## src/rtl/classd_pkg.sv

```systemverilog
package classd_pkg;

  // Default geometry of the modulator
  localparam int DEF_PERIOD    = 120;
  localparam int DEF_SAMPLE_W  = 12;
  localparam int DEF_SHIFT     = 5;
  localparam int DEF_RESET_CMP = 60;
  localparam int DEF_RISE_DLY  = 5;
  localparam int DEF_FALL_DLY  = 7;

  // Output legs of the half bridge
  typedef enum logic {
    LEG_HIGH = 1'b0,
    LEG_LOW  = 1'b1
  } leg_e;

  localparam int NUM_LEGS = 2;

endpackage

```

## src/rtl/classd_timebase.sv

```systemverilog
module classd_timebase #(
  parameter int PERIOD = 120,
  parameter int CNT_W  = 7
) (
  input  logic             clk,
  input  logic             rst_n,
  output logic [CNT_W-1:0] cnt_o,
  output logic             wrap_o
);

  logic [CNT_W-1:0] cnt_q;
  logic [CNT_W-1:0] cnt_d;
  logic             at_top;

  always_comb begin
    at_top = (cnt_q == CNT_W'(PERIOD));
    if (at_top) begin
      cnt_d = '0;
    end else begin
      cnt_d = cnt_q + CNT_W'(1);
    end
  end

  always_ff @(posedge clk or negedge rst_n) begin
    if (!rst_n) begin
      cnt_q <= '0;
    end else begin
      cnt_q <= cnt_d;
    end
  end

  assign cnt_o  = cnt_q;
  assign wrap_o = at_top;

endmodule

```

## src/rtl/classd_duty.sv

```systemverilog
module classd_duty #(
  parameter int PERIOD    = 120,
  parameter int SAMPLE_W  = 12,
  parameter int SHIFT     = 5,
  parameter int RESET_CMP = 60,
  parameter int CNT_W     = 7,
  parameter int CMP_W     = 7
) (
  input  logic                clk,
  input  logic                rst_n,
  input  logic                smp_vld,
  input  logic [SAMPLE_W-1:0] smp,
  input  logic [CNT_W-1:0]    cnt,
  input  logic                load,
  output logic [CMP_W-1:0]    act_cmp_o,
  output logic                raw_o
);

  localparam int CMX_W = (CNT_W > CMP_W) ? CNT_W : CMP_W;

  logic [CMP_W-1:0] shadow_q, shadow_d;
  logic [CMP_W-1:0] active_q, active_d;
  logic             shadow_en, active_en;
  logic             raw_q, raw_d;
  logic [CMX_W-1:0] cnt_x, act_x;
  logic             full_on, zero_duty;

  // Staging register: scaled sample, qualified by the valid strobe
  always_comb begin
    shadow_en = smp_vld;
    shadow_d  = smp[SAMPLE_W-1:SHIFT];
  end

  // Active register: refreshed only as the counter wraps to zero
  always_comb begin
    active_en = load;
    active_d  = shadow_q;
  end

  // Raw pulse: high from period start until the counter meets the duty
  always_comb begin
    cnt_x     = CMX_W'(cnt);
    act_x     = CMX_W'(active_q);
    full_on   = (act_x >= CMX_W'(PERIOD));
    zero_duty = (active_q == '0);
    raw_d     = !zero_duty && (full_on || (cnt_x < act_x));
  end

  always_ff @(posedge clk or negedge rst_n) begin
    if (!rst_n) begin
      shadow_q <= CMP_W'(RESET_CMP);
    end else if (shadow_en) begin
      shadow_q <= shadow_d;
    end
  end

  always_ff @(posedge clk or negedge rst_n) begin
    if (!rst_n) begin
      active_q <= CMP_W'(RESET_CMP);
    end else if (active_en) begin
      active_q <= active_d;
    end
  end

  always_ff @(posedge clk or negedge rst_n) begin
    if (!rst_n) begin
      raw_q <= 1'b0;
    end else begin
      raw_q <= raw_d;
    end
  end

  assign act_cmp_o = active_q;
  assign raw_o     = raw_q;

endmodule

```

## src/rtl/classd_edge_delay.sv

```systemverilog
module classd_edge_delay #(
  parameter int DLY = 5
) (
  input  logic clk,
  input  logic rst_n,
  input  logic lvl_i,
  output logic out_o
);

  localparam int RUN_W = $clog2(DLY + 1);

  logic [RUN_W-1:0] run_q, run_d;
  logic             run_full;

  // Count how long the input level has been high, saturating at DLY
  always_comb begin
    run_full = (run_q == RUN_W'(DLY));
    if (!lvl_i) begin
      run_d = '0;
    end else if (!run_full) begin
      run_d = run_q + RUN_W'(1);
    end else begin
      run_d = run_q;
    end
  end

  always_ff @(posedge clk or negedge rst_n) begin
    if (!rst_n) begin
      run_q <= '0;
    end else begin
      run_q <= run_d;
    end
  end

  // Released only once the level has lasted the full delay;
  // a shorter pulse never reaches the output
  assign out_o = lvl_i && run_full;

endmodule

```

## src/rtl/classd_modulator.sv

```systemverilog
module classd_modulator
  import classd_pkg::*;
#(
  parameter int PERIOD    = DEF_PERIOD,
  parameter int SAMPLE_W  = DEF_SAMPLE_W,
  parameter int SHIFT     = DEF_SHIFT,
  parameter int RESET_CMP = DEF_RESET_CMP,
  parameter int RISE_DLY  = DEF_RISE_DLY,
  parameter int FALL_DLY  = DEF_FALL_DLY
) (
  input  logic                clk,
  input  logic                rst_n,
  input  logic                smp_valid,
  input  logic [SAMPLE_W-1:0] smp_data,
  output logic                conv_start,
  output logic                gate_hi,
  output logic                gate_lo
);

  localparam int CNT_W = $clog2(PERIOD + 1);
  localparam int CMP_W = SAMPLE_W - SHIFT;

  logic [CNT_W-1:0]    tb_cnt;
  logic                tb_wrap;
  logic [CMP_W-1:0]    act_cmp;
  logic                pwm_raw;
  logic [NUM_LEGS-1:0] leg_out;

  classd_timebase #(
    .PERIOD (PERIOD),
    .CNT_W  (CNT_W)
  ) u_tb (
    .clk    (clk),
    .rst_n  (rst_n),
    .cnt_o  (tb_cnt),
    .wrap_o (tb_wrap)
  );

  classd_duty #(
    .PERIOD    (PERIOD),
    .SAMPLE_W  (SAMPLE_W),
    .SHIFT     (SHIFT),
    .RESET_CMP (RESET_CMP),
    .CNT_W     (CNT_W),
    .CMP_W     (CMP_W)
  ) u_duty (
    .clk       (clk),
    .rst_n     (rst_n),
    .smp_vld   (smp_valid),
    .smp       (smp_data),
    .cnt       (tb_cnt),
    .load      (tb_wrap),
    .act_cmp_o (act_cmp),
    .raw_o     (pwm_raw)
  );

  // One delay unit per leg: the high leg sees the raw level, the low leg its inverse
  for (genvar g = 0; g < NUM_LEGS; g++) begin : g_leg
    localparam int LEG_DLY = (g == int'(LEG_HIGH)) ? RISE_DLY : FALL_DLY;
    logic leg_lvl;
    assign leg_lvl = (g == int'(LEG_HIGH)) ? pwm_raw : !pwm_raw;

    classd_edge_delay #(
      .DLY (LEG_DLY)
    ) u_dly (
      .clk   (clk),
      .rst_n (rst_n),
      .lvl_i (leg_lvl),
      .out_o (leg_out[g])
    );
  end

  assign conv_start = tb_wrap;
  assign gate_hi    = leg_out[int'(LEG_HIGH)];
  assign gate_lo    = leg_out[int'(LEG_LOW)];

endmodule

```

## config.mk

```make
export PLATFORM = sky130hd
export DESIGN_NAME = classd_modulator
export DESIGN_NICKNAME = d
export VERILOG_FILES = /design/src/rtl/classd_pkg.sv /design/src/rtl/classd_timebase.sv /design/src/rtl/classd_duty.sv /design/src/rtl/classd_edge_delay.sv /design/src/rtl/classd_modulator.sv
export SDC_FILE = /design/constraint.sdc
export NUM_CORES = 1
export LEC_CHECK = 0
export CAP_MARGIN = 10
export CORE_MARGIN = 5
export CORE_UTILIZATION = 55
export DETAILED_ROUTE_END_ITERATION = 8
export DONT_BUFFER_PORTS = 1
export PLACE_DENSITY = 0.84
export SLEW_MARGIN = 20
export SYNTH_ARGS = -nofsm -noshare
export SYNTH_HDL_FRONTEND = slang
export SYNTH_SLANG_ARGS = --single-unit
```

## constraint.sdc

```tcl
create_clock -name clk -period 1.63 [get_ports clk]
set_input_delay 0.489 -clock clk [delete_from_list [all_inputs] [get_ports clk]]
set_output_delay 0.489 -clock clk [all_outputs]
set_load 0.02 [all_outputs]
```

==> reports/metrics.cfg, run 1 <==
[run_status]
status = complete, but fails checks
violations = setup timing

[routing]
drc = 0
vias = 921
vias_per_cell = 5.51
postRouteWirelength_um = 2630
dr.pass1.iters = 4
drt_iter0_markers = 25
wl_per_cell_um = 15.7
ant_nets = 0

[yosys]
synth_top_area_share_pct = 35.4
seq_area_frac_synth_pct = 50.3
synth-main-ff-cell = dfrtp_1
syn_avg_cell_area_um2 = 12.1
ys_async_sr_fraction_pct = 100
synthDistinctLibCells = 32
ys_top_cells_by_count = dfrtp_1, ha_1, inv_1
synth_enable_flop_cells = 0
synth_nets = 144
netlist_area_um2 = 1410
ys_ff_latch = 28
synth_most_common_cell = dfrtp_1
postSynthCellCount = 117
synth-warning-count = 0
synth_area_leaders = dfrtp_1, dfstp_2, ha_1
synth_top_cell_by_area = dfrtp_1

[final_layout]
drive_above_1_share_pct = 40.9
nets = 165
synthToLayoutAreaGrowth_pct = 22.6
stdcell_area_um2 = 1730
antenna_cells = 0
fillers = 171
fin_util_pct = 69.9

[timing]
rsz0062_at_grt = true
slew_violations = 0
max-slew-margin-rel_pct = 80.4
max_slew.worst_pin.slew_ns = 0.294
setup_viol = 5
hold_viol = 0
fmax_ghz = 0.524
setup_ws_ns = -0.277
min_period_ns = 1.91
finalCritPeriodShare_pct = 117
fin_skew_ns = 0.0113

[cts]
cts.clk_slew.worst_paths_ns = 0.15
numClockSinks = 28
cts_made_buffers = 3
cts_buffer_depth = 2
clock_latency_ns = 0.33
cts_tree = built
root_buffer = clkbuf_4
cts.htree.levels = 1

[place]
post-place-ws_ns = 0.0880
portBuffers = 0
place.detailed.hpwl_um = 1740
dpl-instance-area_um2 = 1470
globalplace.congestion = 0.757

[grt]
grt_pass1_wl_um = 4330
overflow = 0
grtUsageTotal_pct = 15.7
grt_antenna_before_repair = 0
grt_max_degree = 29
grt_pass1_vias = 1000

[worst_setup_path]
crit-reg2reg-launch = u_tb.cnt_o[0]
cp-end-kind = output pin
arrival_ns = 1.42
worstPathRequired_ns = 1.14
criticalPathCategory = flip-flop to output pin
slowest_delay_ns = 0.42
r2r_cells = 7
crit_fanout = 7
r2r_setup_slack_ns = -0.11
startpoint_type = flip-flop
r2r-end = u_duty.act_cmp_o[4]
cp_slowest_cell = dfrtp_1
crit_chain = inv_1, ha_2, and4b_2, buf_12

[power_and_ir_drop]
p_leak_uw = 0.000760
power.net_switching_uw = 224
p_comb_share_pct = 3.3
power_density_nw_per_um2 = 701
p_seq_share_pct = 60.0
pwr-share-clk_pct = 36.7
p_int_uw = 991
ir_drop_mv = 0.793
switching_share_pct = 18.4

[hold_path]
min_path_type = input port to flip-flop
min_from = smp_data[6]
holdPathEnd = u_duty.active_d[1]
worstHoldPathCells = 1

[floorplanning]
die_h_um = 60.7
core_um2 = 2480
die_area_um2 = 3680
num_rows = 18
io_pins = 18
die_x_um = 60.7
initial_utilization_pct = 57.1

[flow_run]
maxCapViolations = 0

==> per-layer routing <==
metal / up-vias / global-route usage, % / wire length, um
met5: - / 0 / 0
met4: 0 / 5.88 / 48
li1: 446 / - / -
met2: 19 / 29.2 / 1490
met3: 6 / 4.04 / 100
met1: 450 / 17.0 / 990
==> power groups by stage <==
stage / logic (uW) / registers (uW) / clock network [uW]
finish: 40.5 / 729 / 446
global route: 46.0 / 732 / 488
CTS: 41.9 / 730 / 454
detailed placement: 21.0 / 742 / 0
global placement: 19.6 / 740 / 0
floorplan: 21.7 / 738 / 0
==> placed cells by master (no fill, tap or decap), drive strengths merged, types with 2 or more instances in the layout <==
cell	instances
nor2b	2
a21oi	3
mux2	14
nand3	2
buf	17
clkbuf	3
nor2	8
xor2	3
inv	12
mux2i	3
nand4	2
ha	12
o21ai	4
xnor2	2
and3	2
dfrtp	20
dfstp	8
nand2	5
==> registers in the layout, indices dropped and copies added, names as in the netlist <==
name,flops
u_duty.raw_o,1
u_duty.act_cmp_o,7
u_duty.active_d,7
u_tb.cnt_o,7
g_leg.u_dly.run_q,6
==> repair_timing <==
item | in CTS | in global routing
buffers inserted | 7 | 4
pin swaps | 1 | 2
endpoints found under the hold margin | 28 | 0
resized for setup | 8 | 7
hold buffers | 2 | 0
endpoints found under the setup margin | 3 | 6
cloned | 1 | 0
==> critical path, delay by kind of cell (launching register included) <==
kind          cells  cell delay, ns
fa+ha+maj         1            0.18
buf+inv           2            0.23
flops             1            0.42
simple gates      1            0.27
==> how the worst max path moves through the flow <==
stage | start | slack, ns | to
finish | u_tb.cnt_o[0] | -0.28 | conv_start
global route | u_tb.cnt_o[0] | -0.35 | conv_start
CTS | u_tb.cnt_o[0] | -0.25 | conv_start
detailed placement | u_tb.cnt_o[1] | 0.09 | conv_start
global placement | u_tb.cnt_o[4] | 0.11 | conv_start
floorplan | u_tb.cnt_o[0] | 0.07 | conv_start
==> cell type report <==
| type | count | area [um2] | share of cell area [%] |
|---|---|---|---|
| Clock buffer | 3 | 22.5 | 1.30 |
| Clock inverter | 1 | 30.0 | 1.73 |
| Inverter | 12 | 45.0 | 2.60 |
| Multi-Input combinational cell | 74 | 691 | 39.9 |
| Sequential cell | 28 | 712 | 41.1 |
| Tap cell | 30 | 37.5 | 2.17 |
| Timing Repair Buffer | 19 | 195 | 11.3 |
==> per-stage QoR <==
step / hold slack [ns] / power, uW / instances / setup TNS [ns]
floorplan: 0.193 / 760 / 117 / 0
global placement: 0.194 / 759 / 149 / 0
detailed placement: 0.194 / 763 / 149 / 0
CTS: 0.297 / 1230 / 163 / -0.526
global route: 0.285 / 1270 / 167 / -0.923
finish: 0.301 / 1220 / 167 / -0.651
==> cell families after synthesis <==
group	count (synthesis)	share of synthesized area, %
flops	28	50.3
fa+ha+maj	12	10.6
simple gates	27	9.82
buf+inv	15	5.66
mux	17	14.3
compound gates	13	6.20
xor+xnor	5	3.10
Note: power is estimated with default switching activity, not from simulation.
==> inputs of run 2 (changes only) <==
--- a/config.mk
+++ b/config.mk
@@ -5,12 +5,13 @@
 export SDC_FILE = /design/constraint.sdc
 export NUM_CORES = 1
 export LEC_CHECK = 0
+export BUFFER_PORTS_ARGS = -buffer_cell sky130_fd_sc_hd__buf_4
 export CAP_MARGIN = 10
 export CORE_MARGIN = 5
-export CORE_UTILIZATION = 55
+export CORE_UTILIZATION = 51
 export DETAILED_ROUTE_END_ITERATION = 8
-export DONT_BUFFER_PORTS = 1
-export PLACE_DENSITY = 0.84
+export PLACE_DENSITY = 0.85
+export SETUP_SLACK_MARGIN = 0.1
 export SLEW_MARGIN = 20
 export SYNTH_ARGS = -nofsm -noshare
 export SYNTH_HDL_FRONTEND = slang
==> reports/metrics.cfg, run 2 (synthesized netlist as in run 1, its figures left out) <==
[final_layout]
nets = 184  ; was 165
drive_above_1_share_pct = 53.2  ; was 40.9%
synthToLayoutAreaGrowth_pct = 35.0  ; was 22.6%
mostFrequentLayoutCells = buf_4, dfrtp_1, inv_1  ; was dfrtp_1, buf_4, inv_1
fin_cells = 187  ; was 167
antenna_cells = 0  ; unchanged
final_common_cell = buf_4  ; was dfrtp_1

[routing]
wl_per_cell_um = 17.9  ; was 15.7 um
topRoutingLayerUsed = met4  ; unchanged
dr.pass1.iters = 4  ; unchanged
drc = 0  ; unchanged
vias_per_cell = 5.68  ; was 5.51
postRouteWirelength_um = 3350  ; was 2630 um
wl_met3_um = 160  ; was 100 um
ant_nets = 0  ; unchanged
drt_iter0_markers = 23  ; was 25
vias = 1063  ; was 921
wl_met1_um = 1250  ; was 990 um
wl_met2_um = 1850  ; was 1490 um

[timing]
hold_viol = 0  ; unchanged
fmax_ghz = 0.523  ; was 0.524 GHz
min_period_ns = 1.91  ; about the same
finalCritPeriodShare_pct = 117  ; about the same
setup_ws_ns = -0.283  ; was -0.277 ns
slew_violations = 0  ; unchanged
setup_viol = 10  ; was 5
max_slew.worst_pin.slew_ns = 0.346  ; was 0.294 ns
hold_ws_ns = 0.0345  ; was 0.301 ns
max-slew-margin-rel_pct = 76.9  ; was 80.4%
rsz0062_at_grt = true  ; unchanged
fin_skew_ns = 0.00923  ; was 0.0113 ns
tns_ns = -0.983  ; was -0.651 ns

[floorplanning]
num_rows = 19  ; was 18
die_h_um = 62.7  ; was 60.7 um
io_pins = 18  ; unchanged
die_x_um = 62.7  ; was 60.7 um
die_area_um2 = 3930  ; was 3680 um2
initial_utilization_pct = 52.2  ; was 57.1%
core_um2 = 2710  ; was 2480 um2

[grt]
grt_antenna_before_repair = 0  ; unchanged
grt_pass1_wl_um = 4820  ; was 4330 um
overflow = 0  ; unchanged
grt_pass1_vias = 1097  ; was 1000
grtUsageTotal_pct = 15.1  ; was 15.7%
grt_max_degree = 29  ; unchanged

[worst_setup_path]
arrival_ns = 1.42  ; about the same
crit-reg2reg-launch = u_tb.cnt_o[1]  ; was u_tb.cnt_o[0]
slowest_delay_ns = 0.43  ; was 0.42 ns
cp-end-kind = output pin  ; unchanged
crit_chain = inv_1, ha_2, and4b_2, buf_6  ; was inv_1, ha_2, and4b_2, buf_12
r2r-end = u_duty.act_cmp_o[1]  ; was u_duty.act_cmp_o[4]
cp_slowest_cell = dfrtp_1  ; unchanged
r2r_setup_slack_ns = -0.09  ; was -0.11 ns
r2r_cells = 7  ; unchanged
crit_fanout = 2  ; was 7
worstPathRequired_ns = 1.14  ; about the same
startpoint_type = flip-flop  ; unchanged
criticalPathCategory = flip-flop to output pin  ; unchanged

[cts]
numClockSinks = 28  ; unchanged
cts.htree.levels = 1  ; unchanged
cts_buffer_depth = 2  ; unchanged
clock_latency_ns = 0.34  ; was 0.33 ns
cts.clk_slew.worst_paths_ns = 0.15  ; about the same
cts_made_buffers = 3  ; unchanged
root_buffer = clkbuf_4  ; unchanged
cts_tree = built  ; unchanged

[power_and_ir_drop]
power_density_nw_per_um2 = 650  ; was 701 nW/um2
ir_drop_mv = 1.06  ; was 0.793 mV
p_leak_uw = 0.000865  ; was 0.000760 uW

[place]
post-place-ws_ns = 0.0712  ; was 0.0880 ns
portBuffers = 12  ; was 0
place_inst = 165  ; was 149
globalplace.congestion = 0.817  ; was 0.757
place.detailed.hpwl_um = 2020  ; was 1740 um

[hold_path]
min_path_type = input port to asynchronous set/reset pin  ; was input port to flip-flop

[run_status]
status = complete, but fails checks  ; unchanged
violations = setup timing  ; unchanged

[flow_run]
maxCapViolations = 0  ; unchanged

[run 2: cell count changes in the layout (fill, tap and decap cells not counted), moves of 2 or more]
cell,previous run,this run
ha_1,7,2
mux2_2,10,7
mux2_4,4,7
buf_6,0,4
buf_4,15,33
buf_12,2,0
ha_4,3,7
[run 2: worst max-delay path by stage]
stage | from | endpoint | slack (ns) | cells after the start
detailed placement | g_leg[1].u_dly.run_q[0] | gate_lo | 0.07 | 4
CTS | g_leg[1].u_dly.run_q[1] | gate_lo | -0.22 | 4
global route | u_tb.cnt_o[1] | conv_start | -0.33 | 4
floorplan | u_tb.cnt_o[0] | conv_start | 0.08 | 5
finish | u_tb.cnt_o[1] | conv_start | -0.28 | 4
global placement | g_leg[1].u_dly.run_q[0] | gate_lo | 0.1 | 4
[run 2: what timing repair did]
item,4_1_cts,5_1_grt
setup buffers,7,11
gates resized for setup,11,20
endpoints found under the setup margin,5,12
pin swaps,4,5
hold buffers,0,0
[run 2: routing by layer]
layer | track usage (%) | up-vias
met5 | 0 | -
met3 | 1.98 | 11
met1 | 15.9 | 531
li1 | - | 481
met4 | 4.24 | 0
met2 | 30.3 | 40
[run 2: final cells by class]
class                   instances  area (um2)
well taps                      31        38.8
fillers                       178         801
flip-flops and latches         28         711
clock inverters                 1        30.0
multi-input cells              74         754
clock buffers                   3        22.5
inverters                      12        45.0
repair buffers                 38         308
[run 2: critical path: cells and delay by family (launching register included)]
kind / cells / cell delay [ns]
adders and majority gates: 1 / 0.18
and+or+nand+nor: 1 / 0.27
DFF: 1 / 0.43
buffers and inverters: 2 / 0.21
[run 2: per-stage QoR]
| stage | area (um2) | total power [uW] | util [%] |
|---|---|---|---|
| after floorplan | 1420 | 760 | - |
| after global placement | 1570 | 790 | 57.9 |
| after detailed placement | 1570 | 796 | 57.9 |
| after CTS | 1730 | 1240 | 63.7 |
| after global routing | 1910 | 1290 | 70.5 |
| final | 1910 | 1240 | 70.5 |
[run 2: power by group]
part / switching [uW] / internal [uW]
sequential: 10.9 / 720
clock: 208 / 249
combinational: 22.5 / 29.6
total: 241 / 999
